[config.mk]
export PLATFORM = sky130hd
export DESIGN_NAME = fma16_unit
export DESIGN_NICKNAME = d
export VERILOG_FILES = /design/src/rtl/fma16_pkg.sv /design/src/rtl/fma16_rst_sync.sv /design/src/rtl/fma16_route.sv /design/src/rtl/fma16_core.sv /design/src/rtl/fma16_unit.sv
export SDC_FILE = /design/constraint.sdc
export NUM_CORES = 2
export LEC_CHECK = 0
export CORE_MARGIN = 3
export CORE_UTILIZATION = 25
export CTS_BUF_LIST = sky130_fd_sc_hd__clkbuf_4 sky130_fd_sc_hd__clkbuf_8
export CTS_CLUSTER_DIAMETER = 120
export DETAILED_ROUTE_END_ITERATION = 12
export PLACE_DENSITY_LB_ADDON = 0.05
export SLEW_MARGIN = 40
export SYNTH_ARGS = -nofsm -noshare
export SYNTH_HDL_FRONTEND = slang
export SYNTH_SLANG_ARGS = --single-unit
[constraint.sdc]
create_clock -name clk -period 4 [get_ports clk]
set_input_delay 0.8 -clock clk [delete_from_list [all_inputs] [get_ports clk]]
set_output_delay 0.8 -clock clk [all_outputs]
set_load 0.005 [all_outputs]
[src/rtl/fma16_pkg.sv]
package fma16_pkg;
  localparam int FW   = 16;
  localparam int EW   = 5;
  localparam int MW   = 10;
  localparam int SUMW = 82;  // exact sum, LSB weight 2^-48
  localparam int NFL  = 5;
  localparam int FL_INV = 0;
  localparam int FL_DEN = 1;
  localparam int FL_OVF = 2;
  localparam int FL_UNF = 3;
  localparam int FL_INX = 4;

  typedef enum logic [1:0] {
    RM_NEAR = 2'b00,
    RM_DOWN = 2'b01,
    RM_UP   = 2'b10,
    RM_ZERO = 2'b11
  } rmode_e;

  typedef struct packed {
    logic          sgn;
    logic [EW-1:0] ex;
    logic [MW-1:0] fr;
    logic          sub;
    logic          inf;
    logic          nan;
  } fp_cls_t;

  function automatic fp_cls_t classify(input logic [FW-1:0] x);
    fp_cls_t c;
    c.sgn = x[FW-1];
    c.ex  = x[FW-2:MW];
    c.fr  = x[MW-1:0];
    c.sub = (c.ex == '0) && (c.fr != '0);
    c.inf = (c.ex == '1) && (c.fr == '0);
    c.nan = (c.ex == '1) && (c.fr != '0);
    return c;
  endfunction
endpackage

[src/rtl/fma16_rst_sync.sv]
module fma16_rst_sync #(
  parameter int STAGES = 2
) (
  input  logic clk,
  input  logic rst_n,
  output logic rst_s
);
  logic [STAGES-1:0] chain;

  always_ff @(posedge clk or negedge rst_n) begin
    if (!rst_n) chain <= '0;
    else        chain <= {chain[STAGES-2:0], 1'b1};
  end

  assign rst_s = chain[STAGES-1];
endmodule

[src/rtl/fma16_route.sv]
module fma16_route
  import fma16_pkg::*;
(
  input  logic [FW-1:0] d_lane,
  input  logic [FW-1:0] s2_lane,
  input  logic [FW-1:0] s3_lane,
  input  logic [1:0]    order,
  input  logic [1:0]    rc_static,
  input  logic          rc_en,
  input  logic          src3_reg,
  input  logic [1:0]    rm_dflt,
  output logic [FW-1:0] mul_a,
  output logic [FW-1:0] mul_b,
  output logic [FW-1:0] addend,
  output rmode_e        rmode
);
  always_comb begin
    case (order)
      2'b00: begin mul_a = d_lane;  mul_b = s3_lane; addend = s2_lane; end
      2'b01: begin mul_a = s2_lane; mul_b = d_lane;  addend = s3_lane; end
      default: begin mul_a = s2_lane; mul_b = s3_lane; addend = d_lane; end
    endcase
  end

  assign rmode = rmode_e'((rc_en && src3_reg) ? rc_static : rm_dflt);
endmodule

[src/rtl/fma16_core.sv]
module fma16_core
  import fma16_pkg::*;
(
  input  logic [FW-1:0]  op_a,
  input  logic [FW-1:0]  op_b,
  input  logic [FW-1:0]  op_c,
  input  logic           negate,
  input  rmode_e         rmode,
  output logic [FW-1:0]  res,
  output logic [NFL-1:0] flg
);
  fp_cls_t ca, cb, cc;
  assign ca = classify(op_a);
  assign cb = classify(op_b);
  assign cc = classify(op_c);

  // significands with hidden bit, effective exponents (subnormal -> 1)
  logic [MW:0]   sig_a, sig_b, sig_c;
  logic [EW-1:0] ea, eb, ec;
  assign sig_a = {ca.ex != '0, ca.fr};
  assign sig_b = {cb.ex != '0, cb.fr};
  assign sig_c = {cc.ex != '0, cc.fr};
  assign ea = (ca.ex == '0) ? EW'(1) : ca.ex;
  assign eb = (cb.ex == '0) ? EW'(1) : cb.ex;
  assign ec = (cc.ex == '0) ? EW'(1) : cc.ex;

  // exact fixed-point operands, LSB weight 2^-48
  logic [2*MW+1:0] prod;
  logic [5:0]      psh, csh;
  logic [SUMW-1:0] pfix, cfix, sum;
  logic            psgn, same, ssgn;
  assign prod = sig_a * sig_b;
  assign psh  = {1'b0, ea} + {1'b0, eb} - 6'd2;
  assign csh  = {1'b0, ec} + 6'd23;
  assign pfix = SUMW'(prod) << psh;
  assign cfix = SUMW'(sig_c) << csh;
  assign psgn = ca.sgn ^ cb.sgn ^ negate;
  assign same = (psgn == cc.sgn);

  always_comb begin
    if (same) begin
      sum = pfix + cfix;  ssgn = psgn;
    end else if (pfix >= cfix) begin
      sum = pfix - cfix;  ssgn = psgn;
    end else begin
      sum = cfix - pfix;  ssgn = cc.sgn;
    end
  end

  // leading one and rounding position
  logic [6:0] lead, lsb_idx;
  always_comb begin
    lead = '0;
    for (int i = 0; i < SUMW; i++)
      if (sum[i]) lead = 7'(i);
  end
  assign lsb_idx = (lead >= 7'd34) ? lead - 7'd10 : 7'd24;

  logic [MW:0]   q;
  logic          guard, sticky, inc, away, ovf, tiny;
  logic [MW+1:0] qr;
  logic [16:0]   enc;
  assign q      = (MW+1)'(sum >> lsb_idx);
  assign guard  = sum[lsb_idx - 7'd1];
  assign sticky = |(sum & ((SUMW'(1) << (lsb_idx - 7'd1)) - SUMW'(1)));

  always_comb begin
    case (rmode)
      RM_NEAR: inc = guard & (sticky | q[0]);
      RM_DOWN: inc = (guard | sticky) & ssgn;
      RM_UP:   inc = (guard | sticky) & ~ssgn;
      default: inc = 1'b0;
    endcase
  end

  assign qr   = {1'b0, q} + {{MW+1{1'b0}}, inc};
  assign enc  = ((17'(lsb_idx) - 17'd24) << MW) + 17'(qr);
  assign ovf  = (enc >= 17'h7C00);
  assign tiny = (lead < 7'd34);
  assign away = (rmode == RM_NEAR) || (rmode == RM_UP && !ssgn) ||
                (rmode == RM_DOWN && ssgn);

  // special operands
  logic a_zero, b_zero, any_nan, prod_inf, inv_mul, inv_add, finite;
  logic [FW-1:0] nan_pick;
  assign a_zero   = (ca.ex == '0) && (ca.fr == '0);
  assign b_zero   = (cb.ex == '0) && (cb.fr == '0);
  assign any_nan  = ca.nan | cb.nan | cc.nan;
  assign prod_inf = ca.inf | cb.inf;
  assign inv_mul  = (ca.inf & b_zero) | (cb.inf & a_zero);
  assign inv_add  = prod_inf & cc.inf & (psgn != cc.sgn);
  assign finite   = !(any_nan | inv_mul | prod_inf | cc.inf);
  assign nan_pick = ca.nan ? op_a : (cb.nan ? op_b : op_c);

  always_comb begin
    if (any_nan)                res = nan_pick | 16'h0200;
    else if (inv_mul | inv_add) res = 16'h7E00;
    else if (prod_inf)          res = {psgn, 15'h7C00};
    else if (cc.inf)            res = {cc.sgn, 15'h7C00};
    else if (sum == '0)         res = {same ? psgn : (rmode == RM_DOWN), 15'h0};
    else if (ovf)               res = {ssgn, away ? 15'h7C00 : 15'h7BFF};
    else                        res = {ssgn, enc[14:0]};
  end

  always_comb begin
    flg         = '0;
    flg[FL_INV] = any_nan | inv_mul | inv_add;
    flg[FL_DEN] = ca.sub | cb.sub | cc.sub;
    flg[FL_OVF] = finite & ovf;
    flg[FL_INX] = finite & (guard | sticky | ovf);
    flg[FL_UNF] = finite & tiny & (guard | sticky);
  end
endmodule

[src/rtl/fma16_unit.sv]
module fma16_unit
  import fma16_pkg::*;
#(
  parameter int VW = 128
) (
  input  logic           clk,
  input  logic           rst_n,
  input  logic [VW-1:0]  dst,
  input  logic [VW-1:0]  src2,
  input  logic [VW-1:0]  src3,
  input  logic [1:0]     order,
  input  logic           negate,
  input  logic [1:0]     rc_static,
  input  logic           rc_en,
  input  logic           src3_reg,
  input  logic [1:0]     rm_dflt,
  input  logic           mask_bit,
  input  logic           mask_on,
  input  logic           zero_mask,
  output logic [VW-1:0]  result,
  output logic [NFL-1:0] flags
);
  logic          rst_s;
  logic [FW-1:0] mul_a, mul_b, addend, core_res, lane_nx;
  logic [NFL-1:0] core_flg, flg_nx;
  logic [VW-1:0] res_nx;
  logic          lane_we;
  rmode_e        rmode;

  fma16_rst_sync #(.STAGES(2)) u_rst (.clk(clk), .rst_n(rst_n), .rst_s(rst_s));

  fma16_route u_route (
    .d_lane(dst[FW-1:0]), .s2_lane(src2[FW-1:0]), .s3_lane(src3[FW-1:0]),
    .order(order), .rc_static(rc_static), .rc_en(rc_en), .src3_reg(src3_reg),
    .rm_dflt(rm_dflt), .mul_a(mul_a), .mul_b(mul_b), .addend(addend), .rmode(rmode)
  );

  fma16_core u_core (
    .op_a(mul_a), .op_b(mul_b), .op_c(addend), .negate(negate),
    .rmode(rmode), .res(core_res), .flg(core_flg)
  );

  // next-state: lane masking and upper-bit passthrough
  always_comb begin
    lane_we = mask_bit | ~mask_on;
    if (lane_we)        lane_nx = core_res;
    else if (zero_mask) lane_nx = '0;
    else                lane_nx = dst[FW-1:0];
    flg_nx = lane_we ? core_flg : '0;
    res_nx = {dst[VW-1:FW], lane_nx};
  end

  always_ff @(posedge clk or negedge rst_s) begin
    if (!rst_s) begin
      result <= '0;
      flags  <= '0;
    end else begin
      result <= res_nx;
      flags  <= flg_nx;
    end
  end


  a_r6_upper_kept: assert property (@(posedge clk) disable iff (!rst_s)
    rst_s |=> result[VW-1:FW] == $past(dst[VW-1:FW]));

  a_r5_merge_keeps: assert property (@(posedge clk) disable iff (!rst_s)
    (mask_on && !mask_bit && !zero_mask) |=> result[FW-1:0] == $past(dst[FW-1:0]));
  a_r5_zero_clears: assert property (@(posedge clk) disable iff (!rst_s)
    (mask_on && !mask_bit && zero_mask) |=> result[FW-1:0] == '0);
  a_r5_flags_quiet: assert property (@(posedge clk) disable iff (!rst_s)
    (mask_on && !mask_bit) |=> flags == '0);

  a_r7_invalid_nan: assert property (@(posedge clk) disable iff (!rst_s)
    flags[FL_INV] |-> (result[14:10] == 5'h1F) && (result[9:0] != '0));

  a_r9_ovf_inexact: assert property (@(posedge clk) disable iff (!rst_s)
    flags[FL_OVF] |-> flags[FL_INX]);

  a_r10_unf_inexact: assert property (@(posedge clk) disable iff (!rst_s)
    flags[FL_UNF] |-> flags[FL_INX]);
endmodule

After elaboration in Yosys (flattened, before gate mapping) --
Cells that the tools add are included.
Storage, ports and cells: logic and storage cells 207, input bits 398, output and inout bits 133, bits in registers 135
Operators by class: multipliers 1, reductions and logical operators 34, mux-type cells 109, add/subtract/negate cells 12, equality and inequality tests 8, shift operators 4, order comparisons 5, bitwise operators 31
Operators with widths (number):
- two-way mux 7 bit | 81
- two-way mux 16 bit | 11
- two-way mux 82 bit | 2
- subtractor 82 bit | 2
- adder 82 bit | 1
- bitwise AND 82 bit | 1
- greater-or-equal comparator 82 bit | 1
- zero test 82 bit | 1
- OR reduction 82 bit | 1
- left shift 1 x 7 -> 82 bit, first input constant | 1
- left shift 11 x 6 -> 82 bit | 1
- left shift 22 x 6 -> 82 bit | 1
- >> shifter 82 x 7 -> 11 bit | 1
- subtractor 82 x 1 -> 82 bit, second input constant | 1
- one-hot mux 16 bit (2 select lines) | 1
- zero test 10 bit | 3
- nonzero test 10 bit | 3
- multiplier 11 x 11 -> 22 bit | 1
- two-way mux 5 bit | 4
- adder 17 x 12 -> 17 bit | 1
- greater-or-equal comparator 17 x 15 -> 1 bit, second input constant | 1
- equality test 5 bit, second input constant | 3
- zero test 5 bit | 3
- two-way mux 15 bit | 1
- other kinds (28) | 77

Longest topological paths before layout --
depth in word-level cells 111, depth in mapped cells 107, mapped depth without buffers 83

Hierarchy --
From an unflattened synthesis, not the netlist that was laid out.
Second synthesis, totals: cells, all modules 5893, area total of the unflattened synthesis 41441.0 um^2
By module, submodules not included:
- fma16_core | seq. area each 0.0 um^2, cells an instance 5622, area each 36816.6 um^2, instances 1
- fma16_unit | seq. area each 3328.2 um^2, cells an instance 174, area each 3752.3 um^2, instances 1
- fma16_route | seq. area each 0.0 um^2, cells an instance 94, area each 818.3 um^2, instances 1
- fma16_rst_sync | seq. area each 50.0 um^2, cells an instance 3, area each 53.8 um^2, instances 1

Worst setup path after synthesis --
No wires, ideal clock.
kind input -> register, from input port order[1], to register result[2], data arrival time 22.746 ns, data required time 3.874 ns, library setup time 0.126 ns, buffers on the path 24, stages 95, slack -18.872 ns, path through buf_2 buf_1 buf_2 clkbuf_1 nand2b_1 buf_1 buf_1 mux2_2 nor3_1 nor2_1 fa_1 inv_1 fa_1 inv_1 fa_1 fa_1 fa_1 ha_1 (+59 left out) nor3_1 clkbuf_1 nand3_1 xnor2_1 a2bb2oi_1 nand4_1 nor4_1 a311oi_1 ha_1 ha_1 or4b_1 buf_2 or3_4 mux2_4 o41ai_4 a41oi_4 buf_2 a311o_1
On the way: longest elaborated chain between the ends 111, elaborated cells between the ends (all ways) 177, classes of those cells add/sub (12); mul (1); order compare (3); eq/ne (6); shift (4); mux (105); bitwise (18); reduce/logical (28)
Ends and longest elaborated chain:
- start: declaration | RTL line fma16_unit.sv:11 | input logic [1:0] order,
- branches (longest 109 deep; another with subtractor 82 bit)
- two-way mux 16 bit (*) | RTL line fma16_core.sv:96 | if (any_nan) res = nan_pick | 16'h0200;
- two-way mux 16 bit (*) | RTL line fma16_unit.sv:46 | if (lane_we) lane_nx = core_res;
- via lane_nx[2] | RTL line fma16_unit.sv:24 | logic [FW-1:0] mul_a, mul_b, addend, core_res, lane_nx;
- end signal: assignment | RTL line fma16_unit.sv:58 | result <= res_nx;
- end: declaration | RTL line fma16_unit.sv:20 | output logic [VW-1:0] result,
Mark *: on every way through the listed nets, which the timed path passes. The select of a mux whose other input is x is not followed.

Worst setup path after layout --
from input port order[1], to register result[10]
The elaborated chain is that of the path after synthesis.

==> flow_metrics.py <==
metrics = {
    "floorplanning": {
        "dieArea_um2": 168400,
        "fp.dieW_um": 410.3,
        "die_y_um": 410.3,
        "initial_core_util": 0.2531,
        "core_um2": 161500,
        "ioPinCount": 531,
        "rows": 147,
    },
    "clock_network": {
        "cts_hold_buf": 0,
        "cts_root_buf": "clkbuf_8",
        "htreeDepth": 4,
        "cts_buffers": 17,
        "cts_buffer_depth": 2,
        "clkSinkCount": 135,
        "cts_tree": "done",
        "clock_latency_ns": 0.46,
        "clkTransAtPathRegs_ns": 0.08,
    },
    "worst_setup_path": {
        "end_kind": "flip-flop",
        "required_ns": 4.32,
        "rr_startpoint": "u_rst.chain[1]",
        "path_max_fanout": 12,
        "rr_worst_depth": 1,
        "cp_common_cell": "buf_4",
        "path_class": "input pin to flip-flop",
        "reg2reg_setup_slack_ns": 2.78,
        "slowest_stage": "fa_1",
        "r2r-end": "result[32]",
        "cpPeakStageDelay_ns": 0.57,
        "arrival_ns": 18.91,
        "start_kind": "input pin",
    },
    "routing": {
        "routed_via_density": 5.531,
        "drtPass1Iterations": 5,
        "drtIter0Drc": 6649,
        "avgRoutedWirePerCell_um": 29.43,
        "route.detailed.drc": 0,
        "drt-total-wl_mm": 325.7,
        "antenna_left": 0,
        "num_vias": 61210,
    },
    "yosys": {
        "ys.flop_type": "dfrtp_1",
        "syn_area_per_cell_um2": 6.902,
        "synth_seq_area_share": 0.08267,
        "yosysTopAreaCell": "ha_1",
        "synthArstFlopShare": 1.000,
        "yosys-top-cells-count": "nand2_1 (627), nor2_1 (615), a21oi_1 (574), inv_1 (382), o21ai_0 (356)",
        "synthCells": 5921,
        "synth_area_um2": 40870,
        "synth_top_area_frac": 0.09338,
        "yosysUniqueCellTypes": 141,
        "synth-seq-cells": 135,
        "ys_top_cells_by_area": "ha_1 (9.3%), dfrtp_1 (8.3%), a21oi_1 (7.0%), nand2_1 (5.8%), nor2_1 (5.6%)",
        "synth_warnings": 0,
        "synth.most_common_cell": "nand2_1",
        "synth_edf_count": 0,
    },
    "sta": {
        "relSlewSlack": 0.3179,
        "fin_ws_ns": -14.59,
        "min_period_ns": 18.59,
        "skew_ns": 0.01044,
        "tightestPinTransition_ns": 1.023,
        "min_period_over_period": 4.647,
        "drv_slew": 0,
        "hold_violations": 0,
        "rsz0062_at_grt": "true",
        "setup-violations-final": 19,
        "fmax_ghz": 0.05380,
    },
    "placed_design": {
        "gp_congestion": 1.094,
        "hpwl_mm": 283.0,
        "place.port_buffers": 306,
        "dpl_cell_area_um2": 67940,
    },
    "global_route": {
        "grt_pass1_vias": 59990,
        "grt.total_usage": 0.3709,
        "grt-ovfl-total": 0,
        "antenna_found_initial": 14,
        "grt_max_degree": 97,
        "grt_use_met1": 0.5056,
        "met3_usage": 0.05932,
        "top_usage_layer": "met2",
        "met2_usage": 0.5767,
        "grt_pass1_wl_mm": 453.8,
    },
    "outcome": {
        "violations": "setup timing",
        "status": "finished, violations left",
    },
    "layout": {
        "drive_gt1_frac": 0.4143,
        "fin_area_um2": 72230,
        "areaGrowthSynthToFinish_pct": 76.74,
        "nNetsFinal": 9672,
        "fillers": 16980,
    },
    "job": {
        "maxCapViolCount": 0,
    },
    "min_path": {
        "hp-class": "flip-flop to asynchronous set/reset pin",
    },
}
-- registers in the layout, summed over array words and instances, names as in the netlist --
register	flops
u_rst.chain	2
result	128
flags	5
-- critical path: cells and delay by family --
family                   cells  cell delay [ns]
adder cells (fa/ha/maj)     11             3.69
multiplexers                 3             0.92
AO/OA/AOI/OAI               24             5.03
XOR/XNOR                     1             0.22
buffers and inverters       27             3.97
AND/OR/NAND/NOR             22             4.20
-- area by class of cell --
type                    instances  area, µm²  area share
flip-flops and latches        135       3382     0.04683
diodes                          9      22.52   0.0003118
clock inverters                12      197.7    0.002737
multi-input cells            5077      37720      0.5223
inverters                     400       1509     0.02089
clock buffers                  20      269.0    0.003725
repair buffers               3254      26420      0.3658
well taps                    2160       2703     0.03742
-- cells in the final DEF (no fill, tap or decap), types with 80 or more instances in the layout --
cell             Yosys  final
dfrtp_1            135    134
nor2_1             615    588
o21bai_1            97     95
nand2_1            627    587
nand4_1            104    104
mux2i_1            158    138
ha_1               305    277
clkdlybuf4s50_1      0    296
buf_4               16   2817
xnor2_1            118     87
nand3_1            146    140
nor3_1             168    143
fa_1                84     80
inv_1              382    374
o21ai_0            356    308
a21oi_1            574    515
a21o_1              87     86
-- through the flow --
step | setup TNS, ns | std cells | setup WS (ns) | hold WS, ns | utilization
2_1_floorplan | -281.81 | 5966 | -15.39 | 0.3311 | -
3_3_place_gp | -314.55 | 10900 | -17.05 | 0.3229 | 0.4206
3_5_place_dp | -313.82 | 10900 | -17.01 | 0.3239 | 0.4207
4_1_cts | -272.40 | 10990 | -14.82 | 0.3349 | 0.4341
5_1_grt | -277.53 | 11060 | -15.07 | 0.3627 | 0.4471
6_report | -268.47 | 11070 | -14.59 | 0.3118 | 0.4473
-- routing by layer --
| layer | vias to the layer above | share of wire |
|---|---|---|
| li1 | 27820 | - |
| met1 | 30100 | 0.44 |
| met2 | 2706 | 0.43 |
| met3 | 579 | 0.076 |
| met4 | 4 | 0.055 |
| met5 | - | 0.000095 |
-- worst max-delay path by stage --
| stage | cells past startpoint | slack, ns | to | from |
|---|---|---|---|---|
| after floorplan | 95 | -15.39 | result[2] | order[1] |
| after global placement | 85 | -17.05 | result[1] | order[0] |
| after detailed placement | 82 | -17.01 | result[0] | order[0] |
| after CTS | 87 | -14.82 | result[0] | order[0] |
| after global routing | 87 | -15.07 | result[6] | dst[14] |
| final | 88 | -14.59 | result[10] | order[1] |
-- cell families after synthesis --
group,Yosys count,share of synthesized area
compound gates,2120,0.3549
xor+xnor,161,0.03616
fa+ha+maj,389,0.1345
buf+inv,754,0.07645
flops,135,0.08267
mux,238,0.06944
other cells,2,0.0001838
simple gates,2122,0.2457
-- repair_timing --
action,4_1_cts,5_1_grt
buffers inserted,58,70
pin swaps,70,154
setup endpoints to repair,19,19
gates resized for setup,257,337
gates cloned,3,1
hold endpoints to repair,0,0
Power is left out: the tool's default activity adds up to more than one toggle a clock period on the data nets, which glitch-free logic cannot reach.
